### src/rtl/eitc_pkg.sv
package eitc_pkg;
    localparam int BANK_LINES = 32;
    localparam int ADDR_W     = 16;
    localparam int DATA_W     = 32;
    localparam int LINE_IDX_W = 7;

    typedef enum logic [1:0] {
        RGN_STATUS = 2'd0,
        RGN_SENSE  = 2'd1,
        RGN_ENABLE = 2'd2,
        RGN_RSVD   = 2'd3
    } bank_rgn_e;
endpackage

### src/rtl/eitc_sync.sv
module eitc_sync #(
    parameter int WIDTH = 32
) (
    input  logic             clk,
    input  logic             rst_n,
    input  logic [WIDTH-1:0] async_in,
    output logic [WIDTH-1:0] sync_out
);
    logic [WIDTH-1:0] meta_q;
    logic [WIDTH-1:0] sync_q;

    always_ff @(posedge clk or negedge rst_n) begin
        if (!rst_n) begin
            meta_q <= '0;
            sync_q <= '0;
        end else begin
            meta_q <= async_in;
            sync_q <= meta_q;
        end
    end

    assign sync_out = sync_q;
endmodule

### src/rtl/eitc_bank.sv
module eitc_bank
    import eitc_pkg::*;
#(
    parameter bit HAS_MASK = 1'b1
) (
    input  logic                  clk,
    input  logic                  rst_n,
    input  logic [BANK_LINES-1:0] line_lvl,
    input  logic [DATA_W-1:0]     wdata,
    input  logic                  stat_wr,
    input  logic                  sense_wr,
    input  logic                  mask_wr,
    output logic [BANK_LINES-1:0] status,
    output logic [BANK_LINES-1:0] sense,
    output logic [BANK_LINES-1:0] mask
);
    logic [BANK_LINES-1:0] prev_q;
    logic [BANK_LINES-1:0] stat_q;
    logic [BANK_LINES-1:0] sense_q;
    logic [BANK_LINES-1:0] rise;
    logic [BANK_LINES-1:0] wr_bits;
    logic [BANK_LINES-1:0] stat_d;

    always_comb begin
        rise    = line_lvl & ~prev_q;
        wr_bits = stat_wr ? wdata : '0;
        // level lines: follow input, write forces a one-cycle set
        // edge lines: a captured rise wins over a toggle
        stat_d  = (sense_q & (line_lvl | wr_bits))
                | (~sense_q & (rise | (stat_q ^ wr_bits)));
    end

    always_ff @(posedge clk or negedge rst_n) begin
        if (!rst_n) begin
            prev_q  <= '0;
            stat_q  <= '0;
            sense_q <= '0;
        end else begin
            prev_q <= line_lvl;
            stat_q <= stat_d;
            if (sense_wr) begin
                sense_q <= wdata;
            end
        end
    end

    generate
        if (HAS_MASK) begin : g_mask
            logic [BANK_LINES-1:0] mask_q;
            always_ff @(posedge clk or negedge rst_n) begin
                if (!rst_n) begin
                    mask_q <= '0;
                end else if (mask_wr) begin
                    mask_q <= wdata;
                end
            end
            assign mask = mask_q;
        end else begin : g_nomask
            assign mask = '0;
        end
    endgenerate

    assign status = stat_q;
    assign sense  = sense_q;
endmodule

### src/rtl/eitc_route.sv
module eitc_route #(
    parameter int NUM_LINES   = 128,
    parameter int NUM_THREADS = 4,
    parameter int VEC_W       = 3
) (
    input  logic [NUM_LINES-1:0]            pend,
    input  logic [NUM_LINES-1:0][VEC_W-1:0] vec,
    output logic [NUM_THREADS-1:0]          trig_n
);
    generate
        for (genvar t = 0; t < NUM_THREADS; t++) begin : g_thr
            logic hit;
            always_comb begin
                hit = 1'b0;
                for (int i = 0; i < NUM_LINES; i++) begin
                    if (pend[i] && (vec[i] == VEC_W'(t + 1))) begin
                        hit = 1'b1;
                    end
                end
            end
            assign trig_n[t] = ~hit;
        end
    endgenerate
endmodule

### src/rtl/eitc_top.sv
module eitc_top
    import eitc_pkg::*;
#(
    parameter int NUM_BANKS   = 4,
    parameter int NUM_THREADS = 4,
    parameter bit HAS_MASK    = 1'b1
) (
    input  logic                            clk,
    input  logic                            rst_n,
    input  logic [NUM_BANKS*BANK_LINES-1:0] irq_in,
    input  logic                            bus_valid,
    input  logic                            bus_write,
    input  logic [ADDR_W-1:0]               bus_addr,
    input  logic [DATA_W-1:0]               bus_wdata,
    output logic [DATA_W-1:0]               bus_rdata,
    output logic [NUM_THREADS-1:0]          trig_n
);
    localparam int NUM_LINES = NUM_BANKS * BANK_LINES;
    localparam int VEC_W     = $clog2(NUM_THREADS + 1);

    logic [NUM_LINES-1:0] sync_q;
    logic [NUM_LINES-1:0] stat_q;
    logic [NUM_LINES-1:0] sense_q;
    logic [NUM_LINES-1:0] mask_q;
    logic [NUM_LINES-1:0] line_en;
    logic [NUM_LINES-1:0] pend;
    logic [NUM_LINES-1:0][VEC_W-1:0] vec_q;

    logic                  wr_en;
    logic                  rd_en;
    logic [2:0]            sel_bank;
    bank_rgn_e             sel_rgn;
    logic                  bank_hit;
    logic [3:0]            vec_blk;
    logic [3:0]            vec_blk_m1;
    logic                  vec_hit;
    logic [LINE_IDX_W-1:0] vec_line;
    logic [DATA_W-1:0]     rd_next;

    eitc_sync #(.WIDTH(NUM_LINES)) u_sync (
        .clk      (clk),
        .rst_n    (rst_n),
        .async_in (irq_in),
        .sync_out (sync_q)
    );

    always_comb begin
        wr_en      = bus_valid & bus_write;
        rd_en      = bus_valid & ~bus_write;
        sel_bank   = bus_addr[5:3];
        sel_rgn    = bank_rgn_e'(bus_addr[7:6]);
        bank_hit   = (bus_addr[15:8] == 8'd0) && (bus_addr[2:0] == 3'd0)
                   && (int'(sel_bank) < NUM_BANKS) && (sel_rgn != RGN_RSVD);
        vec_blk    = bus_addr[15:12];
        vec_blk_m1 = vec_blk - 4'd1;
        vec_hit    = (vec_blk != 4'd0) && (int'(vec_blk) <= NUM_BANKS)
                   && (bus_addr[11:8] == 4'd0) && (bus_addr[2:0] == 3'd0);
        vec_line   = {vec_blk_m1[1:0], bus_addr[7:3]};
    end

    generate
        for (genvar b = 0; b < NUM_BANKS; b++) begin : g_bank
            logic here;
            assign here = wr_en && bank_hit && (sel_bank == 3'(b));
            eitc_bank #(.HAS_MASK(HAS_MASK)) u_bank (
                .clk      (clk),
                .rst_n    (rst_n),
                .line_lvl (sync_q[b*BANK_LINES +: BANK_LINES]),
                .wdata    (bus_wdata),
                .stat_wr  (here && (sel_rgn == RGN_STATUS)),
                .sense_wr (here && (sel_rgn == RGN_SENSE)),
                .mask_wr  (here && (sel_rgn == RGN_ENABLE)),
                .status   (stat_q[b*BANK_LINES +: BANK_LINES]),
                .sense    (sense_q[b*BANK_LINES +: BANK_LINES]),
                .mask     (mask_q[b*BANK_LINES +: BANK_LINES])
            );
        end
    endgenerate

    always_ff @(posedge clk or negedge rst_n) begin
        if (!rst_n) begin
            vec_q <= '0;
        end else if (wr_en && vec_hit) begin
            for (int i = 0; i < NUM_LINES; i++) begin
                if (vec_line == LINE_IDX_W'(i)) begin
                    vec_q[i] <= bus_wdata[VEC_W-1:0];
                end
            end
        end
    end

    assign line_en = HAS_MASK ? mask_q : '1;
    assign pend    = stat_q & line_en;

    eitc_route #(
        .NUM_LINES   (NUM_LINES),
        .NUM_THREADS (NUM_THREADS),
        .VEC_W       (VEC_W)
    ) u_route (
        .pend   (pend),
        .vec    (vec_q),
        .trig_n (trig_n)
    );

    always_comb begin
        rd_next = '0;
        if (bank_hit) begin
            for (int b = 0; b < NUM_BANKS; b++) begin
                if (sel_bank == 3'(b)) begin
                    unique case (sel_rgn)
                        RGN_STATUS: rd_next = stat_q[b*BANK_LINES +: BANK_LINES];
                        RGN_SENSE:  rd_next = sense_q[b*BANK_LINES +: BANK_LINES];
                        RGN_ENABLE: rd_next = mask_q[b*BANK_LINES +: BANK_LINES];
                        default:    rd_next = '0;
                    endcase
                end
            end
        end else if (vec_hit) begin
            for (int i = 0; i < NUM_LINES; i++) begin
                if (vec_line == LINE_IDX_W'(i)) begin
                    rd_next = DATA_W'(vec_q[i]);
                end
            end
        end
    end

    always_ff @(posedge clk or negedge rst_n) begin
        if (!rst_n) begin
            bus_rdata <= '0;
        end else if (rd_en) begin
            bus_rdata <= rd_next;
        end
    end
endmodule

### config.mk
export PLATFORM = sky130hd
export DESIGN_NAME = eitc_top
export DESIGN_NICKNAME = d
export VERILOG_FILES = /design/src/rtl/eitc_pkg.sv /design/src/rtl/eitc_sync.sv /design/src/rtl/eitc_bank.sv /design/src/rtl/eitc_route.sv /design/src/rtl/eitc_top.sv
export SDC_FILE = /design/constraint.sdc
export NUM_CORES = 2
export LEC_CHECK = 0
export BUFFER_PORTS_ARGS = -buffer_cell sky130_fd_sc_hd__buf_2
export CAP_MARGIN = 30
export CORE_MARGIN = 2
export CORE_UTILIZATION = 60
export DETAILED_ROUTE_END_ITERATION = 12
export HOLD_SLACK_MARGIN = 0.03
export PLACE_DENSITY = 0.75
export SYNTH_ARGS = -nofsm -noshare
export SYNTH_HDL_FRONTEND = slang
export SYNTH_SLANG_ARGS = --single-unit
### constraint.sdc
create_clock -name clk -period 2.43 [get_ports clk]
set_input_delay 0.1215 -clock clk [delete_from_list [all_inputs] [get_ports clk]]
set_output_delay 0.1215 -clock clk [all_outputs]
set_load 0.03 [all_outputs]
==> results of run 1 <==
layer usage:
layer	GRT overflow	GRT usage, %
met1	120	89.9
met2	802	101
met3	141	83.5
met4	492	92.9
met5	27	65.0
stage by stage:
stage / hold WS, ns / TNS, ns / setup slack (ns)
3_3_place_gp: 0.125 / -83.89 / -1.32
3_5_place_dp: 0.130 / -94.97 / -1.30
2_1_floorplan: -0.174 / 0 / 0.0288
4_1_cts: 0.0303 / -3.72 / -1.08
timing repair:
item	CTS
pin swaps	53
endpoints found under the hold margin	1323
gates resized for setup	191
hold buffers	249
setup endpoints to repair	7
setup buffers	24
kinds of logic after synthesis:
group	Yosys count
buffers and inverters	467
XOR/XNOR	129
AO/OA/AOI/OAI	877
AND/OR/NAND/NOR	1682
multiplexers	781
adder cells (fa/ha/maj)	1
flip-flops	1184
synthesized netlist by cell type, types with 117 or more instances:
library cell	n	area share, %
a21oi_1	218	2.0
clkbuf_1	176	1.2
dfrtp_1	1184	53
inv_1	188	1.3
mux2_2	662	13
mux2i_1	117	2.1
nand2_1	614	4.1
nand2b_1	139	1.6
nor2_1	282	1.9
nor4b_1	178	2.8
o21ai_0	257	2.3
xnor2_1	128	2.0
==> qor.yml, run 1 <==
placed_cell_area_um2: 70000
hpwl_mm: 236
tool.error: "[ERROR GRT-0116] Global routing finished with congestion. Check the congestion regions in the DRC Viewer."
ys_warn_count: 0
cts_made_buffers: 114
synth_xor_xnor_area_share_pct: 2.02
port_buffers: 215
synth_flop_cell: "dfrtp_1"
status: "stopped before the end"
clk_path_buf_depth: 3
die-width_um: 309
syn_nets: 5302
async_flop_share_pct: 100
gr-total-overflow: 1582
grtUsageTotal_pct: 91.2
yosys_register_bits: 1184
start_util_pct: 60.8
synth-compound-area-share_pct: 10.1
synth_simple_gate_area_share_pct: 15.9
die_height_um: 309
io_pins: 216
synth-adder-area-share_pct: 0.0224
rows: 111
cts_root_buffer: "clkbuf_16"
grt_pass1_wl_mm: 626
lastStage: "global routing (5_1_grt)"
gp_congestion: 1.37
synthesis.area_um2: 55900
h-tree-depth: 3
yosysUniqueCellTypes: 82
grt_max_degree: 118
clock_sinks: 1184
synth.area.mux_share_pct: 15.5
synth_edf_count: 0
dp.cells: 7780
avgSynthCellArea_um2: 10.9
netlist_instances: 5121
synth_top_family_by_area: "simple AND/OR/NAND/NOR gates"
seq_area_frac_synth_pct: 53.0
grt_pass1_vias: 77300
==> run 2: changes to the inputs <==
CORE_UTILIZATION = 40   (was 60)
HOLD_SLACK_MARGIN = unset   (was 0.03)
PLACE_DENSITY = unset   (was 0.75)
PLACE_DENSITY_LB_ADDON = 0.15   (was unset)
==> run 2 against run 1 <==
The flow now finishes, with violations (negative setup slack). Area after synthesis is the same. Synthesized cell count is the same.
==> qor.yml, run 2 <==
wl_per_cell_um: 36.3
setup_viol: 6
yosysUniqueCellTypes: 82
tns_ns: -4.41
cts_root_buffer: "clkbuf_16"
synth-adder-area-share_pct: 0.0224
seq_area_um2: 29600
crit_chain: "nand2_2 -> nor3b_1 -> nor2b_1 -> a2111oi_4 -> buf_4 -> nand4_1 -> buf_4 -> nor4_2 -> and4_4 -> buf_6"
async_flop_share_pct: 100
critPathKind: "flip-flop to output port"
gp_congestion: 1.16
drive_gt1_share_pct: 42.3
yosys_register_bits: 1184
synth-compound-area-share_pct: 10.1
cts_tree: "done"
dieArea_um2: 143000
grt_pass1_vias: 53400
seq_area_frac_synth_pct: 53.0
synth_xor_xnor_area_share_pct: 2.02
cellLeakagePower_uw: 0.0387
r2r_end: "bus_rdata[1]"
reg2reg_from: "vec_q[22]"
status: "complete, but fails checks"
hold_start: "bus_write"
ys_top_cells_by_area: "dfrtp_1, mux2_2, nand2_1"
ys_warn_count: 0
fin_skew_ns: 0.0515
crit_path_end_kind: "output port"
rr_worst_depth: 10
worst_pin_slew_ns: 1.17
synth.most_common_cell: "dfrtp_1"
slowest_delay_ns: 0.45
crit_top_cell: "buf_4"
fin_crit_sh_pct: 148
crit_path_start: "g_bank[0].u_bank.mask[4]"
synth_simple_gate_area_share_pct: 15.9
core_area_um2: 139000
final_cell_mix: "buf_4, dfrtp_1, mux2_2"
netlist_instances: 5121
slew_headroom_pct: 20.8
final_common_cell: "buf_4"
synth.area.mux_share_pct: 15.5
synthesis.area_um2: 55900
path_clk_slew_ns: 0.06
h-tree-depth: 4
clock_sinks: 1184
finalHoldViolCount: 0
drt_iter0_markers: 7115
holdPathStages: 6
fin_crit_ns: 3.59
largest-register: "vec_q"
start_kind: "flip-flop"
final_cells: 9190
drc: 0
rows: 137
synth_edf_count: 0
clk_path_buf_depth: 3
die-width_um: 378
synth_flop_cell: "dfrtp_1"
hold_class: "input port to flip-flop"
largest_reg_flops: 384
port_buffers: 215
violations: "negative setup slack"
ant_nets: 0
path_max_fanout: 3
rsz0062_at_grt: "yes"
ir_drop_uv: 801
timing.fmax_mhz: 279
dp.cells: 8634
whs_endpoint: "bus_rdata[0]"
synthTopCellsByCount: "dfrtp_1, mux2_2, nand2_1"
nFillCells: 11600
timing.final.ws_setup_ns: -1.16
syn_nets: 5302
slowest_stage: "a2111oi_4"
hpwl_mm: 261
worst-endpoint-required_ns: 2.31
cap_viol_max_count: 0
avgSynthCellArea_um2: 10.9
synth_top_family_by_area: "simple AND/OR/NAND/NOR gates"
die_height_um: 378
drt_wl_total_mm: 334
grtUsageTotal_pct: 46.5
slew_violations: 0
start_util_pct: 40.2
antenna_found_initial: 41
num_vias: 54800
hold_slack_ns: 0.0152
via_per_inst: 5.96
io_pins: 216
clkLatencyLatePin_ns: 0.80
gr-total-overflow: 0
area_growth_pct: 47.3
multi_input_area_um2: 25800
grt_max_degree: 100
grt_pass1_wl_mm: 448
synth_top_area_cell: "dfrtp_1"
r2r_slack_ns: -0.14
cts_made_buffers: 133
arrival_ns: 3.47
final_net_count: 7379
synthDominantCellAreaShare_pct: 53.0
power_density_nw_per_um2: 559
first_pass_iters: 8
[run 2: cell counts after synthesis]
Identical to the previous run, type by type.
[run 2: power breakdown]
group | internal [uW] | switching (uW) | total [uW]
Combinational | 1350 | 2320 | 3670
Clock | 12900 | 9210 | 22100
Sequential | 20000 | 163 | 20200
Total | 34300 | 11700 | 46000
[run 2: worst max-delay path: cells and delay by family (launching register included)]
kind,cells,cell delay [ns]
flip-flops,1,0.39
buffers and inverters,3,0.54
AO/OA/AOI/OAI,1,0.45
AND/OR/NAND/NOR,6,1.29
[run 2: cell type report]
| cell class | instances | share of cell area, % |
|---|---|---|
| diodes | 10 | 0.0304 |
| clock buffers | 170 | 4.40 |
| flip-flops and latches | 1184 | 36.0 |
| repair buffers | 2220 | 23.0 |
| well taps | 1876 | 2.85 |
| inverters | 189 | 0.868 |
| multi-input cells | 3470 | 31.4 |
| clock inverters | 71 | 1.44 |
[run 2: how the worst max path moves through the flow]
stage	slack [ns]	cells after the start	end
floorplan	0.03	11	bus_rdata[2]
global placement	-1.13	10	trig_n[1]
detailed placement	-0.95	10	trig_n[1]
CTS	-1.15	10	trig_n[3]
global route	-1.19	11	trig_n[1]
finish	-1.16	10	trig_n[1]
[run 2: repair_timing]
item / 4_1_cts / 5_1_grt
gates resized for setup: 196 / 89
hold endpoints to repair: 1318 / 0
endpoints found under the setup margin: 7 / 7
setup buffers: 14 / 15
pin swaps: 67 / 66
hold buffers: 283 / 0
[run 2: kinds of logic (layout without fill, tap and decap cells)]
family                   after synthesis  after routing
other                                  0             10
adder cells (fa/ha/maj)                1              1
buffers and inverters                467           2650
AO/OA/AOI/OAI                        877            877
XOR/XNOR                             129            129
AND/OR/NAND/NOR                     1682           1682
flip-flops                          1184           1184
multiplexers                         781            781
[run 2: per-stage QoR]
step / util (%) / power, uW / setup WS [ns] / area (um2)
finish: 59.2 / 46000 / -1.16 / 82300
global route: 59.1 / 47200 / -1.19 / 82300
CTS: 58.8 / 46000 / -1.15 / 81800
detailed placement: 52.7 / 23700 / -0.947 / 73300
global placement: 52.6 / 23700 / -1.13 / 73200
floorplan: - / 21500 / 0.0288 / 55900
[run 2: metal layers]
metal,track usage (%),routed length [um]
met1,61.1,132000
met2,65.1,136000
met5,0,79
met3,14.7,37700
met4,31.5,28200
No activity file was read; power rests on OpenSTA's default activity.
